<file path="config.mk">
export PLATFORM = sky130hd
export DESIGN_NAME = npc_unit
export DESIGN_NICKNAME = d
export VERILOG_FILES = /design/src/rtl/npc_pkg.sv /design/src/rtl/npc_decode.sv /design/src/rtl/npc_cond.sv /design/src/rtl/npc_target.sv /design/src/rtl/npc_unit.sv
export SDC_FILE = /design/constraint.sdc
export NUM_CORES = 1
export LEC_CHECK = 0
export BUFFER_PORTS_ARGS = -buffer_cell sky130_fd_sc_hd__buf_4
export CAP_MARGIN = 20
export CORE_ASPECT_RATIO = 1.25
export CORE_MARGIN = 2
export CORE_UTILIZATION = 52
export CTS_CLUSTER_SIZE = 10
export DETAILED_ROUTE_END_ITERATION = 7
export HOLD_SLACK_MARGIN = 0.08
export PLACE_DENSITY = 0.95
export SLEW_MARGIN = 20
export SYNTH_ARGS = -nofsm -noshare
export SYNTH_HDL_FRONTEND = slang
export SYNTH_SLANG_ARGS = --single-unit
</file>
<file path="constraint.sdc">
create_clock -name clk -period 0.98 [get_ports clk]
set_input_delay 0.098 -clock clk [delete_from_list [all_inputs] [get_ports clk]]
set_output_delay 0.098 -clock clk [all_outputs]
set_load 0.1 [all_outputs]
</file>
<file path="src/rtl/npc_pkg.sv">
package npc_pkg;
  typedef enum logic [5:0] {
    OP_REGIMM = 6'd1,
    OP_JUMP   = 6'd2,
    OP_EQ     = 6'd4,
    OP_NE     = 6'd5,
    OP_LEZ    = 6'd6,
    OP_GTZ    = 6'd7
  } npc_op_e;

  typedef enum logic [3:0] {
    K_SEQ, K_EQ, K_NE, K_LEZ, K_GTZ, K_LTZ, K_GEZ, K_JMP, K_BAD
  } npc_kind_e;

  // Sign-extend a displacement and scale it by four (word to byte).
  function automatic logic [31:0] disp_bytes(input logic [15:0] d);
    logic [31:0] ext;
    ext = {{16{d[15]}}, d};
    return {ext[29:0], 2'b00};
  endfunction
endpackage

</file>
<file path="src/rtl/npc_decode.sv">
module npc_decode
  import npc_pkg::*;
#(
  parameter int OPW = 6,
  parameter int RSW = 5
) (
  input  logic [OPW-1:0] opcode,
  input  logic [RSW-1:0] rt_sel,
  output npc_kind_e      kind
);
  always_comb begin
    unique case (opcode)
      OPW'(OP_EQ):    kind = K_EQ;
      OPW'(OP_NE):    kind = K_NE;
      OPW'(OP_LEZ):   kind = K_LEZ;
      OPW'(OP_GTZ):   kind = K_GTZ;
      OPW'(OP_JUMP):  kind = K_JMP;
      OPW'(OP_REGIMM): begin
        if (rt_sel == RSW'(0))      kind = K_LTZ;
        else if (rt_sel == RSW'(1)) kind = K_GEZ;
        else                        kind = K_BAD;
      end
      default:        kind = K_SEQ;
    endcase
  end
endmodule

</file>
<file path="src/rtl/npc_cond.sv">
module npc_cond
  import npc_pkg::*;
#(
  parameter int XLEN = 32
) (
  input  npc_kind_e       kind,
  input  logic [XLEN-1:0] rs_val,
  input  logic [XLEN-1:0] rt_val,
  output logic            cond_met
);
  logic is_neg, is_zero, is_same;

  assign is_neg  = rs_val[XLEN-1];
  assign is_zero = (rs_val == '0);
  assign is_same = (rs_val == rt_val);

  always_comb begin
    unique case (kind)
      K_EQ:    cond_met = is_same;
      K_NE:    cond_met = !is_same;
      K_LEZ:   cond_met = is_neg || is_zero;
      K_GTZ:   cond_met = !is_neg && !is_zero;
      K_LTZ:   cond_met = is_neg;
      K_GEZ:   cond_met = !is_neg;
      K_JMP:   cond_met = 1'b1;
      default: cond_met = 1'b0;
    endcase
  end
endmodule

</file>
<file path="src/rtl/npc_target.sv">
module npc_target
  import npc_pkg::*;
#(
  parameter int XLEN = 32,
  parameter int OFFW = 16,
  parameter int JW   = 26
) (
  input  logic [XLEN-1:0] pc,
  input  logic [OFFW-1:0] offset,
  input  logic [JW-1:0]   jidx,
  output logic [XLEN-1:0] seq_pc,
  output logic [XLEN-1:0] br_pc,
  output logic [XLEN-1:0] jmp_pc
);
  localparam int HI_W = XLEN - JW - 2;

  assign seq_pc = pc + XLEN'(4);
  assign br_pc  = seq_pc + disp_bytes(offset);
  assign jmp_pc = {seq_pc[XLEN-1 -: HI_W], jidx, 2'b00};
endmodule

</file>
<file path="src/rtl/npc_unit.sv">
module npc_unit
  import npc_pkg::*;
#(
  parameter int XLEN = 32,
  parameter int OPW  = 6,
  parameter int RSW  = 5,
  parameter int OFFW = 16,
  parameter int JW   = 26
) (
  input  logic            clk,
  input  logic            rst_n,
  input  logic [XLEN-1:0] pc_i,
  input  logic [OPW-1:0]  opcode_i,
  input  logic [RSW-1:0]  rt_sel_i,
  input  logic [OFFW-1:0] offset_i,
  input  logic [JW-1:0]   jidx_i,
  input  logic [XLEN-1:0] rs_i,
  input  logic [XLEN-1:0] rt_i,
  output logic [XLEN-1:0] next_pc_o,
  output logic            taken_o,
  output logic            illegal_o
);
  npc_kind_e       kind;
  logic            cond_met;
  logic            is_jump, bad_sel;
  logic [XLEN-1:0] seq_pc, br_pc, jmp_pc, pc_d;
  logic            primed;

  npc_decode #(.OPW(OPW), .RSW(RSW)) u_dec (
    .opcode(opcode_i), .rt_sel(rt_sel_i), .kind(kind)
  );

  npc_cond #(.XLEN(XLEN)) u_cond (
    .kind(kind), .rs_val(rs_i), .rt_val(rt_i), .cond_met(cond_met)
  );

  npc_target #(.XLEN(XLEN), .OFFW(OFFW), .JW(JW)) u_tgt (
    .pc(pc_i), .offset(offset_i), .jidx(jidx_i),
    .seq_pc(seq_pc), .br_pc(br_pc), .jmp_pc(jmp_pc)
  );

  assign is_jump = (kind == K_JMP);
  assign bad_sel = (kind == K_BAD);

  always_comb begin
    if (is_jump)       pc_d = jmp_pc;
    else if (cond_met) pc_d = br_pc;
    else               pc_d = seq_pc;
  end

  always_ff @(posedge clk or negedge rst_n) begin
    if (!rst_n) begin
      next_pc_o <= '0;
      taken_o   <= 1'b0;
      illegal_o <= 1'b0;
      primed    <= 1'b0;
    end else begin
      next_pc_o <= pc_d;
      taken_o   <= cond_met;
      illegal_o <= bad_sel;
      primed    <= 1'b1;
    end
  end

  assert_illegal_not_taken_R7: assert property (@(posedge clk) disable iff (!rst_n)
    illegal_o |-> !taken_o);

  assert_seq_fallthrough_R3: assert property (@(posedge clk) disable iff (!rst_n)
    primed && !taken_o |-> next_pc_o == $past(pc_i) + XLEN'(4));

  assert_jump_taken_R9: assert property (@(posedge clk) disable iff (!rst_n)
    primed && $past(opcode_i) == OPW'(2) |-> taken_o && !illegal_o);

  assert_aligned_target_R8: assert property (@(posedge clk) disable iff (!rst_n)
    primed && $past(pc_i[1:0]) == 2'b00 |-> next_pc_o[1:0] == 2'b00);

  assert_equal_branch_R4: assert property (@(posedge clk) disable iff (!rst_n)
    primed && $past(opcode_i) == OPW'(4) && $past(rs_i == rt_i) |-> taken_o);
endmodule

</file>
==> results_dict.tcl, run 1 <==
set metrics [dict create \
    die_h_um 101 \
    port_buffers 184 \
    status "did not finish" \
    synth_edf_count 0 \
    clock-root-buffer "clkbuf_8" \
    lastStage "clock tree synthesis" \
    syn-cell-area_mm2 0.00394 \
    synth-main-ff-cell "dfrtp_1" \
    yosys-top-cells-area "dfrtp_1 (22%), xor2_1 (13%), ha_1 (12%)" \
    toolErrorMsg "[ERROR DPL-0038] Utilization greater than 100%, impossible to legalize" \
    die-width_um 81.9 \
    synth_async_sr_flop_share 1.00 \
    synth_cell_types 52 \
    cts_sinks 34 \
    postSynthCellCount 480 \
    syn_nets 669 \
    cts_hold_buf 29 \
    syn-mean-instance-area_um2 8.22 \
    dpl.hpwl_um 14900 \
    htreeDepth 2 \
    initial_core_util 0.536 \
    yosys_register_bits 34 \
    synth_warnings 0 \
    cts_buffers 5 \
    finalWeightedCongestion 1.06 \
    io_pins 185 \
    synth_seq_area_share 0.216 \
    yosys.area.top_type "dfrtp_1" \
    clockBufferDepth 2 \
    cts.repair.resized 173 \
    synth.top_cell.area_share 0.216 \
    post-cts-setup-buffer-count 28 \
    num_rows 35 \
]
## stage by stage
step / hold slack, ns / setup TNS [ns] / cell area, µm² / std cells / worst slack, ns
3_5_place_dp: 0.0815 / -56.96 / 6540 / 881 / -2.39
3_3_place_gp: 0.0693 / -51.09 / 6540 / 881 / -2.17
2_1_floorplan: -0.198 / -40.08 / 4070 / 480 / -1.98
## Yosys cell counts, types with 3 or more instances
cell and count:
a211oi_1 4, a21o_1 19, a21oi_1 47, and3_1 8, and4_1 3, clkbuf_1 4, dfrtp_1 34, ha_1 37
inv_1 10, mux2i_1 3, nand2_1 36, nand2b_1 9, nand3_1 15, nand4_1 11, nor2_1 29, nor2b_1 24
nor3_1 4, nor4_1 16, o211ai_1 5, o21a_1 3, o21ai_0 25, o21bai_1 6, or2_2 3, xnor2_1 28
xor2_1 58
## cell families after synthesis
logic type               Yosys count  share of synthesized area
AO/OA/AOI/OAI                    131                      0.211
buffers and inverters             20                     0.0247
multiplexers                       4                     0.0105
adder cells (fa/ha/maj)           38                      0.122
AND/OR/NAND/NOR                  167                      0.225
flip-flops                        34                      0.216
XOR/XNOR                          86                      0.191
==> run 2, diff against run 1 <==
--- a/config.mk
+++ b/config.mk
@@ -7,13 +7,10 @@
 export LEC_CHECK = 0
 export BUFFER_PORTS_ARGS = -buffer_cell sky130_fd_sc_hd__buf_4
 export CAP_MARGIN = 20
-export CORE_ASPECT_RATIO = 1.25
 export CORE_MARGIN = 2
-export CORE_UTILIZATION = 52
-export CTS_CLUSTER_SIZE = 10
+export CORE_UTILIZATION = 40
 export DETAILED_ROUTE_END_ITERATION = 7
-export HOLD_SLACK_MARGIN = 0.08
-export PLACE_DENSITY = 0.95
+export PLACE_DENSITY_LB_ADDON = 0.15
 export SLEW_MARGIN = 20
 export SYNTH_ARGS = -nofsm -noshare
 export SYNTH_HDL_FRONTEND = slang
==> results_dict.tcl, run 2 <==
set metrics [dict create \
    cp-startpoint "pc_i[8]" \
    crit_path_end_kind "flip-flop" \
    grt_pass1_vias 5362 \
    die-area_mm2 0.0107 \
    synth_xor_area_frac 0.191 \
    drt_iter0_markers 325 \
    timing.fmax_mhz 310 \
    cp.buffers_inverters 4 \
    worstPathMaxFanout 3 \
    arrival_ns 3.43 \
    initial_core_util 0.407 \
    viasPerCell 5.78 \
    internal_power_w 0.00439 \
    cts_tree "done" \
    crit_path_end "next_pc_o[29]" \
    required_ns 1.19 \
    p_leak_nw 3.91 \
    hold_viol_final 2 \
    post_dp_cell_area_mm2 0.00662 \
    status "complete, but fails checks" \
    clock-root-buffer "clkbuf_8" \
    drv_slew 0 \
    yosys-top-cells-area "dfrtp_1 (22%), xor2_1 (13%), ha_1 (12%)" \
    finalWeightedCongestion 0.875 \
    nNetsFinal 1031 \
    max_cap_violations 0 \
    hold_ws_ns -0.0165 \
    path_cells "buf_6 -> and4_4 -> and3_4 -> nand2_2 -> inv_2 -> nand2_1 -> xnor2_1 -> ha_1 -> a21o_1 -> a21o_1 -> o21bai_4 -> a221o_1 -> o2111ai_4 -> buf_4 -> buf_6 -> a21oi_2 -> o21ai_1 -> mux2i_1 -> a311oi_1" \
    syn-cell-area_mm2 0.00394 \
    syn-mean-instance-area_um2 8.22 \
    num_rows 36 \
    synth_simple_gate_area_share 0.225 \
    cts_buffers 5 \
    gr-total-overflow 0 \
    top_register "next_pc_o" \
    drive_above_1_share 0.630 \
    hold_depth 3 \
    cts_sinks 34 \
    port_buffers 184 \
    post-route-cell-area_mm2 0.00830 \
    yosysMostFrequentCell "xor2_1" \
    seq_power_share 0.207 \
    min_period_ns 3.22 \
    clockBufferDepth 2 \
    synth_async_sr_flop_share 1.00 \
    critPathLaunchType "input port" \
    route.detailed.wl_per_inst_um 21.4 \
    timing.final.crit_share 3.29 \
    muxShareOfSynthArea 0.0105 \
    netSwitchingPower_w 0.00343 \
    die-width_um 103 \
    rsz0062_at_grt "true" \
    die_h_um 103 \
    p_clk_frac 0.155 \
    postSynthCellCount 480 \
    diodes 0 \
    fin_ws_ns -2.24 \
    postRouteAntennaNets 0 \
    cp_num_cells 19 \
    pwr-share-comb 0.637 \
    drt-total-wl_um 20900 \
    finalSetupViolCount 67 \
    violations "negative hold slack, negative setup slack" \
    slew_headroom 0.670 \
    clkTransAtPathRegs_ns 0.09 \
    final_util 0.857 \
    grt_pass1_wl_um 25700 \
    synth_edf_count 0 \
    firstDrtPassIters 5 \
    synth_top_family_by_area "simple AND/OR/NAND/NOR gates" \
    synthAdderAreaFrac 0.122 \
    final_cell_mix "buf_4 (282), xor2_1 (51), buf_6 (48)" \
    slowest_delay_ns 0.39 \
    via_count 5639 \
    synth.top_cell.area_share 0.216 \
    yosys.area.top_type "dfrtp_1" \
    core_mm2 0.00968 \
    top_regs "next_pc_o: 32 flops, illegal_o: 1 flops, taken_o: 1 flops" \
    critPathKind "in2reg" \
    syn_nets 669 \
    synth_warnings 0 \
    largest_reg_flops 32 \
    critPathTopFamily "compound AO/OA/AOI/OAI gates" \
    min_from "jidx_i[6]" \
    area_growth_pct 111 \
    slowest_stage "a221o_1" \
    track_usage 0.315 \
    drc 0 \
    grt_max_degree 35 \
    synth_seq_area_share 0.216 \
    ir_drop_mv 0.772 \
    yosys_register_bits 34 \
    tightestPinTransition_ns 0.494 \
    htreeDepth 2 \
    final_common_cell "buf_4" \
    synth_compound_area_frac 0.211 \
    yosys-top-cells-count "xor2_1 (58), a21oi_1 (47), ha_1 (37)" \
    synth_cell_types 52 \
    switching_share 0.439 \
    hold_path.class "in2reg" \
    dpl.hpwl_um 12500 \
    io_pins 185 \
    power.density_mw_per_mm2 941 \
    synth-main-ff-cell "dfrtp_1" \
    antenna_found_initial 0 \
]
run 2: cell counts after synthesis:
No cell type changed its count.
run 2: worst min-delay path by stage:
stage,to,slack [ns]
5_1_grt,illegal_o,-0.01
2_1_floorplan,illegal_o,-0.20
3_3_place_gp,next_pc_o[5],0.08
6_report,next_pc_o[8],-0.02
4_1_cts,illegal_o,0.003
3_5_place_dp,next_pc_o[5],0.09
run 2: cell type report:
class | count | area (µm²)
tap | 133 | 166
fill | 493 | 1380
sequential | 34 | 892
clock buffer | 7 | 86.3
multi-input combinational | 426 | 3850
inverter | 10 | 40.0
timing repair buffer | 365 | 3270
clock inverter | 1 | 5.00
run 2: kinds of logic (layout without fill, tap and decap cells):
logic type / count (synthesis) / in the layout
muxes: 4 / 4
buffers and inverters: 20 / 383
xor gates and xnor gates: 86 / 86
DFF: 34 / 34
AOI/OAI and AO/OA: 131 / 131
adders and majority gates: 38 / 38
and+or+nand+nor: 167 / 167
run 2: repair_timing:
action,4_1_cts,5_1_grt
setup buffers,30,20
endpoints found under the hold margin,34,0
pin swaps,73,65
hold buffers,1,0
resized for setup,162,122
endpoints found under the setup margin,67,67
run 2: metal layers:
metal  wire, µm  vias up  track usage
met1       7230     2648        0.351
met5          0        -            0
met3       1800      119       0.0531
li1           -     2453            -
met4       1260        0        0.121
met2      10600      419        0.594
run 2: stage by stage:
stage          hold slack, ns  TNS [ns]  setup slack, ns  instances  power [W]
3_3_place_gp           0.0793    -52.46            -2.22        927    0.00524
3_5_place_dp           0.0901    -53.66            -2.38        927    0.00530
4_1_cts               0.00315    -41.68            -1.95        965    0.00695
2_1_floorplan          -0.198    -40.08            -1.98        480    0.00368
5_1_grt               -0.0112    -49.80            -2.25        976    0.00805
6_report              -0.0165    -47.89            -2.24        976    0.00781
run 2: power groups by stage:
stage	registers (W)	clock network, W	logic (W)
finish	0.00162	0.00121	0.00498
global placement	0.00159	0	0.00365
global route	0.00163	0.00127	0.00515
detailed placement	0.00159	0	0.00371
CTS	0.00159	0.00116	0.00420
floorplan	0.00242	0	0.00126
Note: power is estimated with default switching activity, not from simulation.
